**src/rtl/otp_fuse_pkg.sv**
```systemverilog
package otp_fuse_pkg;

  // State field values; idle is fixed at 4, busy codes mirror the opcode
  typedef enum logic [3:0] {
    ST_READ  = 4'd1,
    ST_PGM   = 4'd2,
    ST_SENSE = 4'd3,
    ST_IDLE  = 4'd4
  } fuseState_t;

  typedef enum logic [1:0] {
    OP_NONE  = 2'd0,
    OP_READ  = 2'd1,
    OP_PGM   = 2'd2,
    OP_SENSE = 2'd3
  } fuseOp_t;

  // Strobes from control to datapath
  typedef struct packed {
    logic rdActive;
    logic pgmActive;
    logic capRead;
    logic capShadow;
  } ctlStrobe_t;

  // Word indices of the register map (byte offset / 4)
  localparam int WI_CTRL    = 0;
  localparam int WI_ADDR    = 1;
  localparam int WI_RDATA   = 2;
  localparam int WI_WDATA   = 3;
  localparam int WI_RDTIME  = 4;
  localparam int WI_PGMTIME = 6;
  localparam int WI_PWR     = 13;
  localparam int SH_BASE    = 64;
  localparam int STATE_LSB  = 16;

endpackage

```
**src/rtl/otp_fuse_ctrl_fsm.sv**
```systemverilog
module otp_fuse_ctrl_fsm
  import otp_fuse_pkg::*;
#(
  parameter int TIME_W = 8,
  parameter int WORDS  = 40,
  parameter int IDX_W  = 6
) (
  input  logic              clk,
  input  logic              rstN,
  input  logic              cmdWrite,
  input  fuseOp_t           cmdCode,
  input  logic [TIME_W-1:0] rdTicks,
  input  logic [TIME_W-1:0] pgmTicks,
  output fuseState_t        stateQ,
  output ctlStrobe_t        strobe,
  output logic [IDX_W-1:0]  senseIdx
);

  logic [TIME_W-1:0] cntQ;
  logic [IDX_W-1:0]  idxQ;
  logic              lastTick;

  function automatic logic [TIME_W-1:0] clampTicks(input logic [TIME_W-1:0] t);
    return (t == '0) ? TIME_W'(1) : t;
  endfunction

  assign lastTick = (cntQ == TIME_W'(1));

  always_ff @(posedge clk) begin
    if (!rstN) begin
      stateQ <= ST_IDLE;
      cntQ   <= '0;
      idxQ   <= '0;
    end else if (stateQ == ST_IDLE) begin
      idxQ <= '0;
      if (cmdWrite) begin
        case (cmdCode)
          OP_READ: begin
            stateQ <= ST_READ;
            cntQ   <= clampTicks(rdTicks);
          end
          OP_PGM: begin
            stateQ <= ST_PGM;
            cntQ   <= clampTicks(pgmTicks);
          end
          OP_SENSE: begin
            stateQ <= ST_SENSE;
            cntQ   <= clampTicks(rdTicks);
          end
          default: ;
        endcase
      end
    end else if (lastTick) begin
      if (stateQ == ST_SENSE && idxQ != IDX_W'(WORDS - 1)) begin
        idxQ <= idxQ + 1'b1;
        cntQ <= clampTicks(rdTicks);
      end else begin
        stateQ <= ST_IDLE;
      end
    end else begin
      cntQ <= cntQ - 1'b1;
    end
  end

  always_comb begin
    strobe.rdActive  = (stateQ == ST_READ) || (stateQ == ST_SENSE);
    strobe.pgmActive = (stateQ == ST_PGM);
    strobe.capRead   = (stateQ == ST_READ) && lastTick;
    strobe.capShadow = (stateQ == ST_SENSE) && lastTick;
  end

  assign senseIdx = idxQ;

endmodule

```
**src/rtl/otp_fuse_ctrl_dp.sv**
```systemverilog
module otp_fuse_ctrl_dp
  import otp_fuse_pkg::*;
#(
  parameter int DATA_W  = 32,
  parameter int TIME_W  = 8,
  parameter int WORDS   = 40,
  parameter int IDX_W   = 6,
  parameter int FADDR_W = 6,
  parameter int BUS_AW  = 9
) (
  input  logic               clk,
  input  logic               rstN,
  input  logic               busWrEn,
  input  logic [BUS_AW-1:0]  busAddr,
  input  logic [DATA_W-1:0]  busWrData,
  output logic [DATA_W-1:0]  busRdData,
  input  fuseState_t         stateQ,
  input  ctlStrobe_t         strobe,
  input  logic [IDX_W-1:0]   senseIdx,
  output logic               cmdWrite,
  output fuseOp_t            cmdCode,
  output logic [TIME_W-1:0]  rdTicks,
  output logic [TIME_W-1:0]  pgmTicks,
  output logic [FADDR_W-1:0] fuseAddr,
  output logic [DATA_W-1:0]  fuseWrData,
  input  logic [DATA_W-1:0]  fuseRdData,
  output logic               fuseRdStrobe,
  output logic               fusePgmStrobe,
  output logic               fusePwrGood
);

  localparam int WORD_AW = BUS_AW - 2;

  logic [FADDR_W-1:0] addrQ;
  logic [DATA_W-1:0]  wdataQ;
  logic [DATA_W-1:0]  rdataQ;
  logic [TIME_W-1:0]  rdTimeQ;
  logic [TIME_W-1:0]  pgmTimeQ;
  logic               pwrQ;
  logic [DATA_W-1:0]  shadowQ [WORDS];
  int                 wordSel;
  int                 shSel;

  always_comb begin
    wordSel = int'(busAddr[BUS_AW-1:2]);
    shSel   = wordSel - SH_BASE;
  end

  assign cmdWrite = busWrEn && (wordSel == WI_CTRL);
  assign cmdCode  = fuseOp_t'(busWrData[1:0]);
  assign rdTicks  = rdTimeQ;
  assign pgmTicks = pgmTimeQ;

  always_ff @(posedge clk) begin
    if (!rstN) begin
      addrQ    <= '0;
      wdataQ   <= '0;
      rdTimeQ  <= TIME_W'(1);
      pgmTimeQ <= TIME_W'(1);
      pwrQ     <= 1'b0;
    end else if (busWrEn) begin
      case (wordSel)
        WI_ADDR:    addrQ    <= busWrData[FADDR_W-1:0];
        WI_WDATA:   wdataQ   <= busWrData;
        WI_RDTIME:  rdTimeQ  <= busWrData[TIME_W-1:0];
        WI_PGMTIME: pgmTimeQ <= busWrData[TIME_W-1:0];
        WI_PWR:     pwrQ     <= busWrData[0];
        default: ;
      endcase
    end
  end

  always_ff @(posedge clk) begin
    if (!rstN)                rdataQ <= '0;
    else if (strobe.capRead)  rdataQ <= fuseRdData;
  end

  // One capture register per shadow word
  for (genvar g = 0; g < WORDS; g++) begin : g_shadow
    always_ff @(posedge clk) begin
      if (!rstN)
        shadowQ[g] <= '0;
      else if (strobe.capShadow && senseIdx == IDX_W'(g))
        shadowQ[g] <= fuseRdData;
    end
  end

  always_comb begin
    busRdData = '0;
    if (wordSel >= SH_BASE) begin
      if (shSel < WORDS) busRdData = shadowQ[shSel[IDX_W-1:0]];
    end else begin
      case (wordSel)
        WI_CTRL: begin
          busRdData[STATE_LSB +: 4] = stateQ;
          busRdData[1:0] = (stateQ == ST_IDLE) ? 2'b00 : stateQ[1:0];
        end
        WI_ADDR:    busRdData[FADDR_W-1:0] = addrQ;
        WI_RDATA:   busRdData = rdataQ;
        WI_WDATA:   busRdData = wdataQ;
        WI_RDTIME:  busRdData[TIME_W-1:0] = rdTimeQ;
        WI_PGMTIME: busRdData[TIME_W-1:0] = pgmTimeQ;
        WI_PWR:     busRdData[0] = pwrQ;
        default: ;
      endcase
    end
  end

  assign fuseAddr      = (stateQ == ST_SENSE) ? FADDR_W'(senseIdx) : addrQ;
  assign fuseWrData    = wdataQ;
  assign fuseRdStrobe  = strobe.rdActive;
  assign fusePgmStrobe = strobe.pgmActive && pwrQ;
  assign fusePwrGood   = pwrQ;

endmodule

```
**src/rtl/otp_fuse_ctrl.sv**
```systemverilog
module otp_fuse_ctrl
  import otp_fuse_pkg::*;
#(
  parameter int DATA_W     = 32,
  parameter int TIME_W     = 8,
  parameter int FUSE_WORDS = 40,
  parameter int FADDR_W    = 6,
  parameter int BUS_AW     = 9
) (
  input  logic               clk,
  input  logic               rstN,
  input  logic               busWrEn,
  input  logic [BUS_AW-1:0]  busAddr,
  input  logic [DATA_W-1:0]  busWrData,
  output logic [DATA_W-1:0]  busRdData,
  output logic [FADDR_W-1:0] fuseAddr,
  output logic [DATA_W-1:0]  fuseWrData,
  input  logic [DATA_W-1:0]  fuseRdData,
  output logic               fuseRdStrobe,
  output logic               fusePgmStrobe,
  output logic               fusePwrGood
);

  localparam int IDX_W = (FUSE_WORDS > 1) ? $clog2(FUSE_WORDS) : 1;

  fuseState_t        ctrlState;
  ctlStrobe_t        ctrlStrobe;
  logic [IDX_W-1:0]  senseIdx;
  logic              cmdWrite;
  fuseOp_t           cmdCode;
  logic [TIME_W-1:0] rdTicks;
  logic [TIME_W-1:0] pgmTicks;

  otp_fuse_ctrl_fsm #(
    .TIME_W(TIME_W), .WORDS(FUSE_WORDS), .IDX_W(IDX_W)
  ) u_fsm (
    .clk(clk), .rstN(rstN), .cmdWrite(cmdWrite), .cmdCode(cmdCode),
    .rdTicks(rdTicks), .pgmTicks(pgmTicks), .stateQ(ctrlState),
    .strobe(ctrlStrobe), .senseIdx(senseIdx)
  );

  otp_fuse_ctrl_dp #(
    .DATA_W(DATA_W), .TIME_W(TIME_W), .WORDS(FUSE_WORDS), .IDX_W(IDX_W),
    .FADDR_W(FADDR_W), .BUS_AW(BUS_AW)
  ) u_dp (
    .clk(clk), .rstN(rstN), .busWrEn(busWrEn), .busAddr(busAddr),
    .busWrData(busWrData), .busRdData(busRdData), .stateQ(ctrlState),
    .strobe(ctrlStrobe), .senseIdx(senseIdx), .cmdWrite(cmdWrite),
    .cmdCode(cmdCode), .rdTicks(rdTicks), .pgmTicks(pgmTicks),
    .fuseAddr(fuseAddr), .fuseWrData(fuseWrData), .fuseRdData(fuseRdData),
    .fuseRdStrobe(fuseRdStrobe), .fusePgmStrobe(fusePgmStrobe),
    .fusePwrGood(fusePwrGood)
  );

endmodule

```
**config.mk**
```make
export PLATFORM = sky130hd
export DESIGN_NAME = otp_fuse_ctrl
export DESIGN_NICKNAME = d
export VERILOG_FILES = /design/src/rtl/otp_fuse_pkg.sv /design/src/rtl/otp_fuse_ctrl_fsm.sv /design/src/rtl/otp_fuse_ctrl_dp.sv /design/src/rtl/otp_fuse_ctrl.sv
export SDC_FILE = /design/constraint.sdc
export NUM_CORES = 2
export LEC_CHECK = 0
export BUFFER_PORTS_ARGS = -buffer_cell sky130_fd_sc_hd__clkbuf_2
export CAP_MARGIN = 10
export CORE_UTILIZATION = 30
export CTS_BUF_LIST = sky130_fd_sc_hd__clkbuf_4
export CTS_CLUSTER_SIZE = 24
export DETAILED_ROUTE_END_ITERATION = 16
export GPL_TIMING_DRIVEN = 1
export PLACE_DENSITY_LB_ADDON = 0.12
export REMOVE_ABC_BUFFERS = 1
export SLEW_MARGIN = 20
export SYNTH_ARGS = -nofsm -noshare
export SYNTH_HDL_FRONTEND = slang
export SYNTH_HIERARCHICAL = 1
export SYNTH_SLANG_ARGS = --single-unit
```
**constraint.sdc**
```tcl
create_clock -name clk -period 8.8 [get_ports clk]
set_input_delay 1.76 -clock clk [delete_from_list [all_inputs] [get_ports clk]]
set_output_delay 1.76 -clock clk [all_outputs]
set_load 0.02 [all_outputs]
```
==> metrics.cfg <==
[outcome]
status=complete, no violations

[timing]
drv_slew=0
fin_crit_sh=0.7936
finalWorstSetupSlack_ps=1817
fin_skew_ps=142.0
finalCriticalPeriod_ps=6983
rsz0062_at_grt=false
setup_tns_ps=0
setup_violations=0
holdWs_ps=471.9
hold_viol=0
max_freq_ghz=0.1432
slew_headroom=0.2115
tightest_slew_ps=1183

[clock_tree]
hold_buffers=0
cts_root_buf=clkbuf_4
h-tree-depth=5
cts_setup_buffers=0
cts_made_buffers=406
clkLatencyLatePin_ps=1350
tritoncts=done
cts_resized=0
clk_pin_slew_ps=50
cts_sinks=1384
clk_path_buf_depth=4

[grt]
antenna_found_initial=23
grt_overflow_total=0
track_usage=0.2152
grt_first_pass_wirelength_um=317300
grt_pass1_vias=38861
grt_max_degree=60

[synthesis]
muxShareOfSynthArea=0.1309
synth_compound_area_frac=0.03450
avgSynthCellArea_um2=14.78
synth_async_sr_flop_share=0
synth-main-ff-cell=edfxtp_1
synth_edf_count=1280
yosysWarnings=6
netlist_top_cells_area=edfxtp_1 61%, and2_1 13%, mux4_2 11%, dfxtp_1 3.3%, clkbuf_1 1.8%
synth_top_family_by_area=simple AND/OR/NAND/NOR gates
synth_xor_area_frac=0.001110
ys_seq_elements=1384
yosysSeqAreaShare=0.6418
synth-simple-area-share=0.1621
ys_types=71
synth_top_area_cell=edfxtp_1
netlist.area_leader.share=0.6088
synth-adder-area-share=0.0005945
syn_inst=4273
synth_area_um2=63130

[final_layout]
nNetsFinal=4673
final_area_um2=72760
drive_above_1_share=0.2868
syn_to_final_growth_pct=15.24

[placed_design]
placed_cell_area_um2=67700
placement.io_buffers=146
place_hpwl_um=132900
gp_congestion=0.8188
dp_slack_ps=1833

[run]
maxCapViolCount=0

[power]
ir_drop_mv=0.1416
cellLeakagePower_nw=25.33
cellPowerDensity_nw_per_um2=202.5

[detailed_routing]
drt-pass1-iter-count=6
drt_iter0_markers=3654
routedWlPerCell_um=29.65
wl_um=228500
drcViolationCount=0
vias_per_cell=4.976
ant_nets=0
vias=38351

[critical_path]
arrival_ps=5220
cp_max_fo=36
worstSetupStartpointType=input pin
endpoint_kind=output port
path_class=in -> out
crit_required_ps=7040

[hold_path]
hp-class=reg -> reg

[floorplan]
die_area_um2=212300
start_util=0.3016
die_width_um=460.7
core.rowCount=168
die_h_um=460.7
top_level_ports=149
core-area_um2=209400

## cells in the mapped netlist, types with 3 or more instances
master,n
mux4_2,313
nor4_4,4
o21ai_0,70
mux2i_1,93
buf_6,8
o22a_1,10
and4b_1,3
a221oi_1,12
ha_1,3
clkbuf_1,304
a22o_1,16
o22ai_1,24
nand4_1,25
and2_1,1289
nor3_1,12
nand4b_1,3
or3_1,4
dfxtp_1,104
o211ai_1,5
o221ai_1,6
o2bb2ai_1,3
xnor2_1,8
and3_1,15
mux2_2,25
a21boi_1,30
nor3b_1,4
nor2_1,84
nand3_1,27
a22oi_1,87
buf_1,12
edfxtp_1,1280
nor4_1,3
a21boi_0,10
a31oi_1,3
a21oi_1,14
nor2b_1,60
buf_4,30
buf_2,58
nand2_1,158
inv_1,10
or3b_1,3
## area by class of cell
type | count | area (µm²)
well taps | 2805 | 3510
fillers | 20488 | 136600
clock inverters | 81 | 390.4
diodes | 21 | 52.55
inverters | 11 | 41.29
multi-input cells | 2466 | 21420
repair buffers | 325 | 2218
clock buffers | 614 | 4609
flip-flops and latches | 1384 | 40520
## metrics by stage
stage               total power (W)  utilization  instances
floorplan                  0.008149            -       3861
global placement           0.008793       0.3233       6991
detailed placement         0.008799       0.3234       6991
CTS                         0.01497       0.3473       7686
global route                0.01536       0.3474       7697
finish                      0.01474       0.3475       7707
## path summary, 6_finish.rpt
check / endpoint / cells after the start / slack [ps] / start
worst max-delay path: busRdData[18] / 8 / 1820 / busAddr[2]
worst min-delay path: u_dp/fuseWrData[4] / 2 / 470 / u_dp/fuseWrData[4]
worst max register to register: u_dp/shadowQ[3][13] / 10 / 4770 / u_fsm/cntQ[2]
worst min register to register: u_dp/fuseWrData[4] / 2 / 470 / u_dp/fuseWrData[4]
## kinds of logic after synthesis
| kind of cell | after synthesis |
|---|---|
| compound gates | 309 |
| flops | 1384 |
| fa+ha+maj | 3 |
| buf+inv | 423 |
| mux | 431 |
| other cells | 1 |
| xor+xnor | 8 |
| simple gates | 1714 |
## cells in the final DEF (no fill, tap or decap), drive strengths merged, types with 4 or more instances in the layout
cell	n
edfxtp	1280
inv	17
a22oi	87
xnor2	8
or3	4
o22ai	24
buf	184
nand3	27
nor2b	60
a221oi	12
nor3	12
a21boi	41
clkbuf	755
mux2	25
a21oi	14
nor4bb	4
nand2	158
nor2	85
mux2i	93
nand4	25
nor3b	4
nor4	7
o21ai	72
dfxtp	104
a22o	16
clkinv	72
diode	21
mux4	313
o221ai	6
o22a	10
and2	1289
o211ai	5
and3	15
## where the power goes
part | internal [W] | switching [W]
combinational | 0.000370 | 0.000716
sequential | 0.00746 | 0.0000832
clock | 0.00323 | 0.00287
## per-layer routing
layer | wire, µm | GRT usage
met5 | 7 | 0
met3 | 12980 | 0.03503
met1 | 101900 | 0.2976
met4 | 5315 | 0.06113
met2 | 108300 | 0.3471
## registers in the layout, indices dropped and copies added, names as in the netlist
| signal | flops |
|---|---|
| u_dp/pgmTicks | 8 |
| u_dp/fuseWrData | 32 |
| u_fsm/cntQ | 8 |
| u_dp/rdataQ | 32 |
| u_fsm/stateQ | 3 |
| u_dp/rdTicks | 8 |
| u_dp/addrQ | 6 |
| u_dp/fusePwrGood | 1 |
| u_dp/shadowQ | 1280 |
| u_fsm/senseIdx | 6 |
## critical path, stage by stage
cell and delay, ps:
buf_8 410, buf_4 460, mux4_2 570, a22oi_1 770
o32ai_1 220, a21oi_1 230, nand4_1 340, clkbuf_2 290
No activity file was read; power rests on OpenSTA's default activity.
